**config.mk**
```make
export PLATFORM = sky130hd
export DESIGN_NAME = evt_status_unit
export DESIGN_NICKNAME = d
export VERILOG_FILES = /design/src/rtl/evt_status_pkg.sv /design/src/rtl/sticky_w1c_bank.sv /design/src/rtl/err_first_log.sv /design/src/rtl/evt_status_unit.sv
export SDC_FILE = /design/constraint.sdc
export NUM_CORES = 1
export LEC_CHECK = 0
export ABC_AREA = 1
export BUFFER_PORTS_ARGS = -buffer_cell sky130_fd_sc_hd__buf_4
export CORE_MARGIN = 4
export CORE_UTILIZATION = 41
export DETAILED_ROUTE_END_ITERATION = 8
export PLACE_DENSITY = 0.77
export SLEW_MARGIN = 20
export SYNTH_ARGS = -nofsm -noshare
export SYNTH_HDL_FRONTEND = slang
export SYNTH_SLANG_ARGS = --single-unit
```
**constraint.sdc**
```tcl
create_clock -name clk -period 1 [get_ports clk]
set_input_delay 0.05 -clock clk [delete_from_list [all_inputs] [get_ports clk]]
set_output_delay 0.05 -clock clk [all_outputs]
set_load 0.1 [all_outputs]
```
**src/rtl/evt_status_pkg.sv**
```systemverilog
package evt_status_pkg;
  localparam int REG_W       = 32;
  localparam int BIT_LOG_SW  = 4;
  localparam int BIT_LOG_PHY = 5;
  localparam int BIT_LTSSM   = 16;
  localparam int BIT_FCTO    = 17;
  localparam int NUM_SUMM    = 4;
  // sticky bits: 4..8 and 11..14
  localparam logic [REG_W-1:0] STICKY_MASK = 32'h0000_79F0;
  // bits driven by inputs: 0..3, 16, 17
  localparam logic [REG_W-1:0] LIVE_MASK   = 32'h0003_000F;

  typedef enum logic [1:0] {
    SEL_STATUS = 2'd0,
    SEL_MASK   = 2'd1,
    SEL_LOG    = 2'd2,
    SEL_NONE   = 2'd3
  } reg_sel_e;
endpackage

```
**src/rtl/sticky_w1c_bank.sv**
```systemverilog
module sticky_w1c_bank #(
  parameter int W = 32,
  parameter logic [W-1:0] KEEP = '1
) (
  input  logic         clk,
  input  logic         rst_n,
  input  logic [W-1:0] set_vec,
  input  logic [W-1:0] clr_vec,
  output logic [W-1:0] q,
  output logic [W-1:0] held
);
  logic [W-1:0] set_eff, clr_eff;

  assign set_eff = set_vec & KEEP;
  assign clr_eff = clr_vec & KEEP;
  assign held    = q & ~clr_eff;

  always_ff @(posedge clk or negedge rst_n) begin
    if (!rst_n) q <= '0;
    else        q <= held | set_eff;
  end

  AST_CLEAR_TAKES: assert property (@(posedge clk) disable iff (!rst_n)
    ((clr_eff & ~set_eff) != '0) |=> ((q & $past(clr_eff & ~set_eff)) == '0));
  AST_SET_WINS: assert property (@(posedge clk) disable iff (!rst_n)
    (set_eff != '0) |=> ((q & $past(set_eff)) == $past(set_eff)));
  AST_UNTOUCHED_HOLD: assert property (@(posedge clk) disable iff (!rst_n)
    ((set_eff | clr_eff) == '0) |=> (q == $past(q)));
endmodule

```
**src/rtl/err_first_log.sv**
```systemverilog
module err_first_log #(
  parameter int W      = 32,
  parameter int CMDA_W = 16,
  parameter int CMDB_W = 8,
  parameter int LANE_W = 4
) (
  input  logic              clk,
  input  logic              rst_n,
  input  logic              cap_a,
  input  logic              cap_b,
  input  logic              locked,
  input  logic [CMDA_W-1:0] cmd_a,
  input  logic [LANE_W-1:0] lane_a,
  input  logic [CMDB_W-1:0] cmd_b,
  input  logic [LANE_W-1:0] lane_b,
  output logic [W-1:0]      log_q
);
  localparam int PAD_A = W - CMDA_W - LANE_W;
  localparam int PAD_B = W - CMDB_W - LANE_W;

  logic [W-1:0] word_a, word_b;
  assign word_a = {{PAD_A{1'b0}}, lane_a, cmd_a};
  assign word_b = {{PAD_B{1'b0}}, lane_b, cmd_b};

  always_ff @(posedge clk or negedge rst_n) begin
    if (!rst_n)                log_q <= '0;
    else if (!locked && cap_a) log_q <= word_a;
    else if (!locked && cap_b) log_q <= word_b;
  end

  AST_LOG_FROZEN: assert property (@(posedge clk) disable iff (!rst_n)
    locked |=> $stable(log_q));
  AST_LOG_SW_FIELDS: assert property (@(posedge clk) disable iff (!rst_n)
    (cap_a && !locked) |=> (log_q[CMDA_W-1:0] == $past(cmd_a)));
  AST_LOG_PHY_FIELDS: assert property (@(posedge clk) disable iff (!rst_n)
    (cap_b && !cap_a && !locked) |=> (log_q[CMDB_W-1:0] == $past(cmd_b)));
endmodule

```
**src/rtl/evt_status_unit.sv**
```systemverilog
module evt_status_unit
  import evt_status_pkg::*;
#(
  parameter int NUM_FN    = 8,
  parameter int SW_CMD_W  = 16,
  parameter int PHY_CMD_W = 8,
  parameter int LANE_W    = 4
) (
  input  logic                 clk,
  input  logic                 rst_n,
  input  logic [REG_W-1:0]     evt_pulse,
  input  logic [SW_CMD_W-1:0]  sw_cmd,
  input  logic [LANE_W-1:0]    sw_lane,
  input  logic [PHY_CMD_W-1:0] phy_cmd,
  input  logic [LANE_W-1:0]    phy_lane,
  input  logic [NUM_FN-1:0]    fn_msi_clr,
  input  logic [NUM_FN-1:0]    fn_msi_set,
  input  logic [NUM_FN-1:0]    fn_msix_clr,
  input  logic [NUM_FN-1:0]    fn_msix_set,
  input  logic                 ltssm_pend,
  input  logic                 fc_timeout,
  input  logic                 reg_wr,
  input  logic [1:0]           reg_addr,
  input  logic [REG_W-1:0]     reg_wdata,
  output logic [REG_W-1:0]     reg_rdata,
  output logic                 irq
);
  reg_sel_e               sel;
  logic [REG_W-1:0]       clr_vec, sticky_q, sticky_held, live_bits, status_w;
  logic [REG_W-1:0]       mask_q, log_q;
  logic [NUM_FN-1:0]      fn_all [NUM_SUMM];
  logic                   log_locked;

  assign sel     = reg_sel_e'(reg_addr);
  assign clr_vec = (reg_wr && sel == SEL_STATUS) ? reg_wdata : '0;

  sticky_w1c_bank #(.W(REG_W), .KEEP(STICKY_MASK)) bank_i (
    .clk(clk), .rst_n(rst_n), .set_vec(evt_pulse), .clr_vec(clr_vec),
    .q(sticky_q), .held(sticky_held)
  );

  assign fn_all[0] = fn_msi_clr;
  assign fn_all[1] = fn_msi_set;
  assign fn_all[2] = fn_msix_clr;
  assign fn_all[3] = fn_msix_set;

  always_comb begin
    live_bits = '0;
    live_bits[BIT_LTSSM] = ltssm_pend;
    live_bits[BIT_FCTO]  = fc_timeout;
    for (int g = 0; g < NUM_SUMM; g++) live_bits[g] = |fn_all[g];
  end

  assign status_w = sticky_q | (live_bits & LIVE_MASK);

  // log stays locked while either logging bit survives this cycle's clear
  assign log_locked = sticky_held[BIT_LOG_SW] | sticky_held[BIT_LOG_PHY];

  err_first_log #(.W(REG_W), .CMDA_W(SW_CMD_W), .CMDB_W(PHY_CMD_W), .LANE_W(LANE_W)) log_i (
    .clk(clk), .rst_n(rst_n),
    .cap_a(evt_pulse[BIT_LOG_SW]), .cap_b(evt_pulse[BIT_LOG_PHY]),
    .locked(log_locked),
    .cmd_a(sw_cmd), .lane_a(sw_lane), .cmd_b(phy_cmd), .lane_b(phy_lane),
    .log_q(log_q)
  );

  always_ff @(posedge clk or negedge rst_n) begin
    if (!rst_n)                         mask_q <= '0;
    else if (reg_wr && sel == SEL_MASK) mask_q <= reg_wdata;
  end

  always_comb begin
    case (sel)
      SEL_STATUS: reg_rdata = status_w;
      SEL_MASK:   reg_rdata = mask_q;
      SEL_LOG:    reg_rdata = log_q;
      default:    reg_rdata = '0;
    endcase
  end

  assign irq = |(status_w & ~mask_q);

  AST_MASKED_QUIET: assert property (@(posedge clk) disable iff (!rst_n)
    (mask_q == '1) |-> !irq);
  AST_RSVD_ZERO: assert property (@(posedge clk) disable iff (!rst_n)
    (sel == SEL_STATUS) |-> ((reg_rdata & ~(STICKY_MASK | LIVE_MASK)) == '0));
  AST_SPARE_ZERO: assert property (@(posedge clk) disable iff (!rst_n)
    (sel == SEL_NONE) |-> (reg_rdata == '0));
endmodule

```
Word-level counts from Yosys, hierarchy flattened:

Cells that the tools add are included.

* bits of input ports: 135
* logic and storage cells: 28
* register bits: 96
* output and inout port bits: 33

* reductions and logical operators: 12
* bitwise gates (word level): 7
* equal/unequal tests: 2
* multiplexer cells: 4

Operators with widths (count)
* one-hot mux 32 bit (3 select lines): 1
* AND 32 bit: 2
* two-way mux 32 bit: 2
* inverter 15 -> 32 bit: 1
* inverter 32 bit: 1
* bitwise OR 32 x 15 -> 32 bit: 1
* bitwise OR 32 x 18 -> 32 bit: 1
* OR reduction 32 bit: 1
* OR reduction 8 bit: 4
* two-way mux 15 bit: 1
* logical AND 1 bit: 4
* == test 2 x 1 -> 1 bit (second input constant): 1
* == test 2 bit (second input constant): 1
* zero test 2 bit: 1
* nonzero test 2 bit: 1
* zero test 1 bit: 1
* bitwise OR 1 bit: 1

Longest topological paths before layout:

Gate-level depths: netlist of run 1.

* depth in word-level cells: 10
* mapped depth: 8
* mapped depth without buffers: 8

Hierarchy:

A second synthesis of run 1 with hierarchy kept.

* cells, all modules: 650
* area total of the unflattened synthesis: 4236.6 um^2

Modules (own cells, without submodules)
* evt_status_unit: cells each 398, instances 1, area each 2411.1 um^2, sequential area each 800.8 um^2
* err_first_log: cells each 151, instances 1, area each 1082.3 um^2, sequential area each 500.5 um^2
* sticky_w1c_bank: cells each 101, instances 1, area each 743.2 um^2, sequential area each 225.2 um^2

Worst setup path after synthesis of run 1:

No wires, ideal clock.

* path kind: register to output
* start: reg log_i.log_q[15]
* end: out reg_rdata[15]
* data required time: 950 ps
* data arrival time: 2454 ps
* path slack: -1504 ps
* cell stages (with the launch flop): 3
* path buffers: 0
* path through: dfrtp_1 -> inv_1 -> o21ai_0

* longest elaborated chain between the ends: 1

Ends and longest elaborated chain
* start, declared: line err_first_log.sv:16 `output logic [W-1:0] log_q`
* start signal, assigned: line err_first_log.sv:27 `else if (!locked && cap_a) log_q <= word_a;`
* start signal, assigned: line err_first_log.sv:28 `else if (!locked && cap_b) log_q <= word_b;`
* one-hot mux 32 bit (3 select lines): line evt_status_unit.sv:73 `case (sel)`
* end, declared: line evt_status_unit.sv:25 `output logic [REG_W-1:0] reg_rdata,`

Every way passes these cells.

Final worst setup path of run 1:

* start: reg bank_i.q[6]
* end: out irq

* longest elaborated chain between the ends: 3

Ends and longest elaborated chain
* start, declared: line sticky_w1c_bank.sv:9 `output logic [W-1:0] q,`
* start signal, assigned: line sticky_w1c_bank.sv:20 `else q <= held | set_eff;`
* bitwise OR 32 x 18 -> 32 bit: line evt_status_unit.sv:54 `assign status_w = sticky_q | (live_bits & LIVE_MASK);`
* AND 32 bit: line evt_status_unit.sv:81 `assign irq = |(status_w & ~mask_q);`
* OR reduction 32 bit: line evt_status_unit.sv:81
* end, declared: line evt_status_unit.sv:26 `output logic irq`

Every way passes these cells.

==> out/results.txt, run 1 <==
Worst Tran Pin Value: 346.6 ps
drt initial violations: 284
register area share after synthesis: 0.4734
H-tree depth: 3
Final HPWL DP: 7552 um
total power: 9.469 mW
Setup Crit Path Kind: flop to output port
fin crit share: 1.522
fin nets: 807
via count: 4033
CP Capture Type: output port
maximum vdd drop: 0.0008002 V
NetSw: 3.680 mW
Clock Power Share: 0.236
Mapped Cells: 429
Std-Cell Rows: 32
CP bufs+invs: 1
internal power: 5.789 mW
fmax: 656.9 MHz
I/O Buffers: 144
Die X: 96.68 um
Cells after DPL: 693
Tot GR Track Use: 0.2776
Routed wire per std cell: 17.47 um
Final Critical Period: 1522 ps
routability congestion estimate from global placement: 0.8338
RSZ-0062 raised after global routing: yes
Die ar.: 0.009347 sq mm
footprint of the multi-input gates: 0.001708 sq mm
pre-CTS setup slack: -233.0 ps
Largest stage delay, worst path: 420 ps
Cell Pwr Density: 1503 mW/mm^2
Metal-1 WL: 4729 um
sequential share of power: 0.340
crit-path cells: nand2_1 -> nand3_1 -> nor2_2 -> nand4_1 -> buf_12
Sw Share: 0.3887
Die Height: 96.68 um
drt first pass iters: 5
worst skew pair latency: 340 ps
synthesized flop and latch total: 61
Post-Place Cell Area: 0.004896 sq mm
CTS tree: done
DR vias/cell: 5.177
Final Skew: 7.577 ps
Routed Wire Length: 13610 um
CTS Buf Count: 9
failing checks: hold timing, setup timing
CP top delay family: simple AND/OR/NAND/NOR gates
Syn Std Cell Area: 0.003224 sq mm
syn_area_per_cell: 7.516 sq um
CP required: 950 ps
Slew headroom: 0.7690
Setup-failing EPs final: 53
Clock Path Buffers: 2
# DRC: 0
IO Pins: 168
sequential standard cell area: 0.001526 sq mm
crit path DAT: 1470 ps
crit path max fanout: 3
library cells used by synthesis: 22
Syn-to-layout area delta: 95.38%
highest metal used: met4
GRT overflow: 0
yosys warns: 0
final antenna-violating net count: 0
Antenna Cells: 0
met2 WL post-DR: 7215 um
CTS root buffer: clkbuf_8
core area: 0.007687 sq mm
initial antenna violation count: 0
status: finished, violations left
fraction of layout cells with a size suffix above 1: 0.4845
Comb power frac: 0.424
clock-pin transition on the worst setup and hold timing paths: 70 ps
max-slew violation count: 0
worst hold margin: -5.177 ps
syn_nets: 564
Layout fillers: 440
fin cells: 779
largest net degree at the start of global routing: 62
max-cap violation count: 0
Starting Density: 0.4194
WL met3: 927 um
Hold Violations, Final: 1
Finished Cell Area: 0.006300 sq mm
Slowest cell on crit path: dfrtp_1
worst min path class: primary input to flop
Critical Path Source Type: flop
clk sinks: 61
Setup WS post-layout: -522.4 ps
Leak Pwr: 3.117 nW
global-route wire length before repair: 20760 um
vias in the first global route: 4184
==> cell usage in the layout (no fill, tap or decap), drive strengths merged <==
cell         instances
buf                203
nand2               93
inv                 73
dfrtp               61
nor2                58
dlygate4sd3         46
nand3               37
o21ai               27
a21oi               18
nand4               14
clkbuf              12
o211ai              10
mux2                 7
clkinv               6
o221ai               5
o21bai               2
and2                 1
o22ai                1
nand3b               1
clkinvlp             1
bufinv               1
==> metal layers <==
metal	vias up	global-route usage
met1	1883	0.3037
met4	0	0.1447
met2	238	0.5032
met5	-	0
li1	1848	-
met3	64	0.05552
==> flip-flops by register name (all words and copies together) (netlist names) <==
signal and flops:
log_i.log_q 20, bank_i.q 9, mask_q 32
==> power by group through the flow <==
stage	clock [mW]	combinational (mW)	sequential [mW]
floorplan	0	2.11	3.11
global placement	0	2.93	3.17
detailed placement	0	2.99	3.18
CTS	2.20	3.70	3.16
global route	2.35	4.22	3.26
finish	2.24	4.01	3.22
==> layout make-up <==
cell class              instances  area share
repair buffers                249      0.3827
multi-input cells             274      0.2711
flip-flops and latches         61      0.2423
inverters                      75     0.05025
clock buffers                  12     0.02304
well taps                     102     0.02026
clock inverters                 4    0.007547
repair inverters                2    0.002781
==> cell usage after synthesis (all sizes together) <==
cell	number	area (sq um)
a21oi	18	90.09
and2	1	6.260
buf	12	66.31
clkbuf	7	26.28
clkinv	2	8.750
dfrtp	61	1526
inv	73	274.0
mux2	7	78.83
nand2	93	354.1
nand3	37	185.2
nand3b	1	20.02
nand4	14	87.58
nor2	58	225.2
o211ai	10	75.07
o21ai	27	135.1
o21bai	2	15.01
o221ai	5	43.79
o22ai	1	6.260
==> path summary, 6_finish.rpt <==
path                                 from             end  slack, ps  depth (start not counted)
hold / removal               reg_wdata[5]       mask_q[5]         -5                          3
max in group asynchronous           rst_n    bank_i.q[11]        460                          3
setup reg to reg              bank_i.q[4]  log_i.log_q[4]       -270                          6
hold reg to reg            log_i.log_q[6]  log_i.log_q[6]        500                          2
min in group asynchronous           rst_n      mask_q[31]        240                          3
setup / recovery              bank_i.q[6]             irq       -520                          5
==> metrics by stage <==
step / hold slack (ps) / utilization / setup TNS, ps
final: -5.177 / 0.8195 / -11350
after global routing: 19.34 / 0.8195 / -13510
after CTS: 0.7258 / 0.7965 / -10070
after detailed placement: 68.87 / 0.6369 / -8998
after global placement: 67.85 / 0.6369 / -7386
after floorplan: -245.6 / - / -17160
==> repair_timing <==
action                                  in CTS  in global routing
endpoints found under the setup margin      53                 53
hold buffers                                46                  0
hold endpoints to repair                   106                  0
cloned                                       2                  0
gates resized for setup                    130                 44
pin swaps                                   39                 11
setup buffers                               16                  6
==> worst reg2reg max path, stage by stage (launching register included) <==
cell and delay (ps):
dfrtp_1 410, buf_6 150, nand2_8 80, nand3b_4 180
buf_6 200, nand2_1 60, nand2_1 70
==> logic make-up after synthesis <==
family,count (synthesis),synth area share
flops,61,0.4734
compound gates,63,0.1133
mux,7,0.02445
buf+inv,94,0.1164
simple gates,204,0.2724
Note: power is estimated with default switching activity, not from simulation.
==> run 2, diff against run 1 <==
--- a/config.mk
+++ b/config.mk
@@ -6,11 +6,11 @@
 export NUM_CORES = 1
 export LEC_CHECK = 0
 export ABC_AREA = 1
-export BUFFER_PORTS_ARGS = -buffer_cell sky130_fd_sc_hd__buf_4
 export CORE_MARGIN = 4
-export CORE_UTILIZATION = 41
+export CORE_UTILIZATION = 55
 export DETAILED_ROUTE_END_ITERATION = 8
-export PLACE_DENSITY = 0.77
+export DONT_BUFFER_PORTS = 1
+export PLACE_DENSITY = 0.73
 export SLEW_MARGIN = 20
 export SYNTH_ARGS = -nofsm -noshare
 export SYNTH_HDL_FRONTEND = slang
==> constraint.sdc (replaced) <==
create_clock -name clk -period 1 [get_ports clk]
set_input_delay 0.15 -clock clk [delete_from_list [all_inputs] [get_ports clk]]
set_output_delay 0.15 -clock clk [all_outputs]
set_load 0.1 [all_outputs]
==> run 2 against run 1 <==
- the flow now stops in 4_1_cts
- synthesized cell count stayed put
- synthesized area stayed put
==> out/results.txt, run 2 <==
post-synth top area cell: dfrtp_1
CTS Buf Count: 9 (unchanged)
post-cts resize count: 64 (-51%)
Mapped Cells: 429 (unchanged)
Post-synth EDFFs: 0 (unchanged)
syn_area_per_cell: 7.516 sq um (unchanged)
Final HPWL DP: 7317 um (-3.1%)
Die Height: 84.57 um (-13%)
Post-Place Cell Area: 0.004513 sq mm (-7.8%)
I/O Buffers: 0 (-100%)
Async SR Flop Fraction: 1.000 (unchanged)
register area share after synthesis: 0.4734 (unchanged)
status: aborted with a tool error
CTS root buffer: clkbuf_8
Stop stage: 4_1_cts
Die X: 84.57 um (-13%)
Std-Cell Rows: 27 (-16%)
synthesized flop and latch total: 61 (unchanged)
library cells used by synthesis: 22 (unchanged)
yosys warns: 0 (unchanged)
top post-synthesis cells by area: dfrtp_1 (47%), nand2_1 (11%), inv_1 (8.5%)
Clock Path Buffers: 2 (unchanged)
Synth Flop Type: dfrtp_1
Log Error: [ERROR DPL-0033] detailed placement checks failed during check placement.
syn_nets: 564 (unchanged)
Synth top area share: 0.4734 (unchanged)
Starting Density: 0.5750 (+0.1555)
setup bufs post-CTS: 21 (+5)
routability congestion estimate from global placement: 0.7976 (-4.3%)
top-count cell post-synth: nand2_1
Synth top cells by count: nand2_1 (91), inv_1 (73), dfrtp_1 (61), nor2_1 (57), nand3_1 (37)
Syn Std Cell Area: 0.003224 sq mm (unchanged)
clk sinks: 61 (unchanged)
H-tree depth: 3 (unchanged)
IO Pins: 168 (unchanged)
CTS Hold Buffers Added: 44 (-4.3%)
## run 2: cell counts after synthesis
No cell type changed its count.
## run 2: cell families after synthesis
kind of cell / count (synthesis) / synth area share
compound gates: 63 / 0.1133
buf+inv: 94 / 0.1164
flops: 61 / 0.4734
mux: 7 / 0.02445
simple gates: 204 / 0.2724
## run 2: stage by stage
step / setup WS [ps] / instances / hold WS, ps
3_3_place_gp: -281.6 / 553 / -144.2
3_5_place_dp: -299.3 / 553 / -143.8
2_1_floorplan: -1191 / 429 / -145.6
==> run 3, diff against run 2 <==
--- a/config.mk
+++ b/config.mk
@@ -7,10 +7,10 @@
 export LEC_CHECK = 0
 export ABC_AREA = 1
 export CORE_MARGIN = 4
-export CORE_UTILIZATION = 55
+export CORE_UTILIZATION = 40
 export DETAILED_ROUTE_END_ITERATION = 8
 export DONT_BUFFER_PORTS = 1
-export PLACE_DENSITY = 0.73
+export PLACE_DENSITY_LB_ADDON = 0.15
 export SLEW_MARGIN = 20
 export SYNTH_ARGS = -nofsm -noshare
 export SYNTH_HDL_FRONTEND = slang
==> constraint.sdc (replaced) <==
create_clock -name clk -period 1.3 [get_ports clk]
set_input_delay 0.195 -clock clk [delete_from_list [all_inputs] [get_ports clk]]
set_output_delay 0.195 -clock clk [all_outputs]
set_load 0.1 [all_outputs]
==> run 3 against run 2 <==
- the flow now finishes, with violations (hold timing, setup timing)
==> out/results.txt, run 3 (same netlist as run 1, synthesis figures left out) <==
CTS Hold Buffers Added: 19 (-57%)
vias in the first global route: 3235
CP top delay family: simple AND/OR/NAND/NOR gates
fraction of layout cells with a size suffix above 1: 0.3161
DR vias/cell: 4.990
fin crit share: 1.220
Antenna Cells: 0
drt first pass iters: 4
H-tree depth: 3 (unchanged)
drt initial violations: 107
most frequent cells in the layout: nand2_1 (79), dfrtp_1 (61), inv_1 (56), nor2_1 (40), buf_4 (36)
failing checks: hold timing, setup timing
fin nets: 652
Slew headroom: 0.8036
CP required: 1110 ps
CTS tree: done
Std-Cell Rows: 32 (+19%)
maximum vdd drop: 0.0007686 V
Cell Pwr Density: 1403 mW/mm^2
largest reg by FF count: mask_q
Setup Crit Path Kind: flop to output port
Die X: 97.78 um (+16%)
worst hold margin: -460.9 ps
CP bufs+invs: 2
total power: 7.149 mW
crit-path cells: inv_2 -> nand2_2 -> nand3_2 -> nor2_2 -> nand4_1 -> buf_12
worst min path class: primary input to async pin
most common cell after layout, fill and taps aside: nand2_1
Critical Path Source Type: flop
r2r setup slk: 70 ps
Largest regs: mask_q x32, log_i.log_q x20, bank_i.q x9
core area: 0.007767 sq mm
worst skew pair latency: 340 ps
Clock Path Buffers: 2 (unchanged)
Die ar.: 0.009561 sq mm
CTS Buf Count: 9 (unchanged)
pre-CTS setup slack: -41.01 ps (+258.3 ps)
terminus of the critical flop-to-flop path: log_i.log_q[7]
Tot GR Track Use: 0.2057
status: finished, violations left
Routed Wire Length: 9787 um
Setup WS post-layout: -285.8 ps
crit path max fanout: 2
Layout fillers: 682
fmax: 630.6 MHz
clk sinks: 61 (unchanged)
Reg2Reg Depth: 7
initial antenna violation count: 0
global-route wire length before repair: 15660 um
Largest stage delay, worst path: 370 ps
routability congestion estimate from global placement: 0.8142 (+2.1%)
I/O Buffers: 0 (unchanged)
crit path DAT: 1390 ps
Slowest cell on crit path: dfrtp_1
Hold Violations, Final: 61
IO Pins: 168 (unchanged)
Syn-to-layout area delta: 58.01%
Die Height: 97.78 um (+16%)
Final HPWL DP: 7090 um (-3.1%)
via count: 3114
Starting Density: 0.4151 (-0.1599)
Leak Pwr: 2.447 nW
Final Skew: 5.022 ps
max reg flops: 32
Final Critical Period: 1586 ps
met1 Usage GRT: 0.2626
CTS root buffer: clkbuf_8
CP Capture Type: output port
Crit path depth: 6
largest net degree at the start of global routing: 62
final antenna-violating net count: 0
met2 usage: 0.3432
Setup-failing EPs final: 16
Worst R2R Start: bank_i.q[4]
max-cap violation count: 0
# DRC: 0
RSZ-0062 raised after global routing: yes
met3 Use GR: 0.05214
max-slew violation count: 0
clock-pin transition on the worst setup and hold timing paths: 70 ps
Routed wire per std cell: 15.68 um
Worst Tran Pin Value: 294.0 ps
GRT Max-Usage Layer: met2
GRT overflow: 0
-- run 3: repair_timing --
| action | 4_1_cts | 5_1_grt |
|---|---|---|
| pin swaps | 26 | 14 |
| endpoints found under the setup margin | 20 | 30 |
| gates resized for setup | 31 | 14 |
| setup buffers | 10 | 9 |
| hold endpoints to repair | 80 | 61 |
-- run 3: worst register-to-register path, cell delays in order, from the launching register on --
cell and delay [ps]:
dfrtp_1 420, buf_4 160, nand2_4 100, nand3_1 90, buf_4 180, nand2_1 60
nand3_1 90, nand2_1 80
-- run 3: area by class of cell --
type,instances,area [sq um],share of cell area
Tap cell,102,127.6,0.02505
Inverter,75,302.8,0.05943
Clock buffer,10,137.6,0.02701
Timing Repair Buffer,96,1285,0.2522
Multi-Input combinational cell,274,1605,0.3151
Clock inverter,6,110.1,0.02161
Sequential cell,61,1526,0.2996
-- run 3: metal layers --
| layer | vias up | share of wire |
|---|---|---|
| met1 | 1458 | 0.42 |
| met2 | 111 | 0.51 |
| li1 | 1534 | - |
| met4 | 0 | 0.011 |
| met5 | - | 0 |
| met3 | 11 | 0.062 |
-- run 3: power by group --
group,internal (mW),leakage (nW),switching (mW)
combinational,1.05,1.63,1.56
sequential,2.25,0.694,0.184
clock,1.32,0.119,0.782
-- run 3: worst max-delay path by stage --
| stage | startpoint | end | slack [ps] |
|---|---|---|---|
| after detailed placement | fn_msi_clr[5] | irq | -40 |
| after global placement | fn_msi_clr[7] | irq | -8 |
| after global routing | mask_q[13] | irq | -350 |
| after floorplan | reg_addr[0] | reg_rdata[11] | -980 |
| final | mask_q[13] | irq | -290 |
| after CTS | mask_q[6] | irq | -270 |
-- run 3: metrics by stage --
step                      instances  setup TNS (ps)  area, sq um  utilization
final                           624           -2278         5095       0.6559
after global routing            624           -3156         5095       0.6559
after floorplan                 429          -16430         3401            -
after CTS                       615           -2461         4984       0.6416
after detailed placement        570          -69.44         4382       0.5641
after global placement          570          -7.980         4382       0.5641
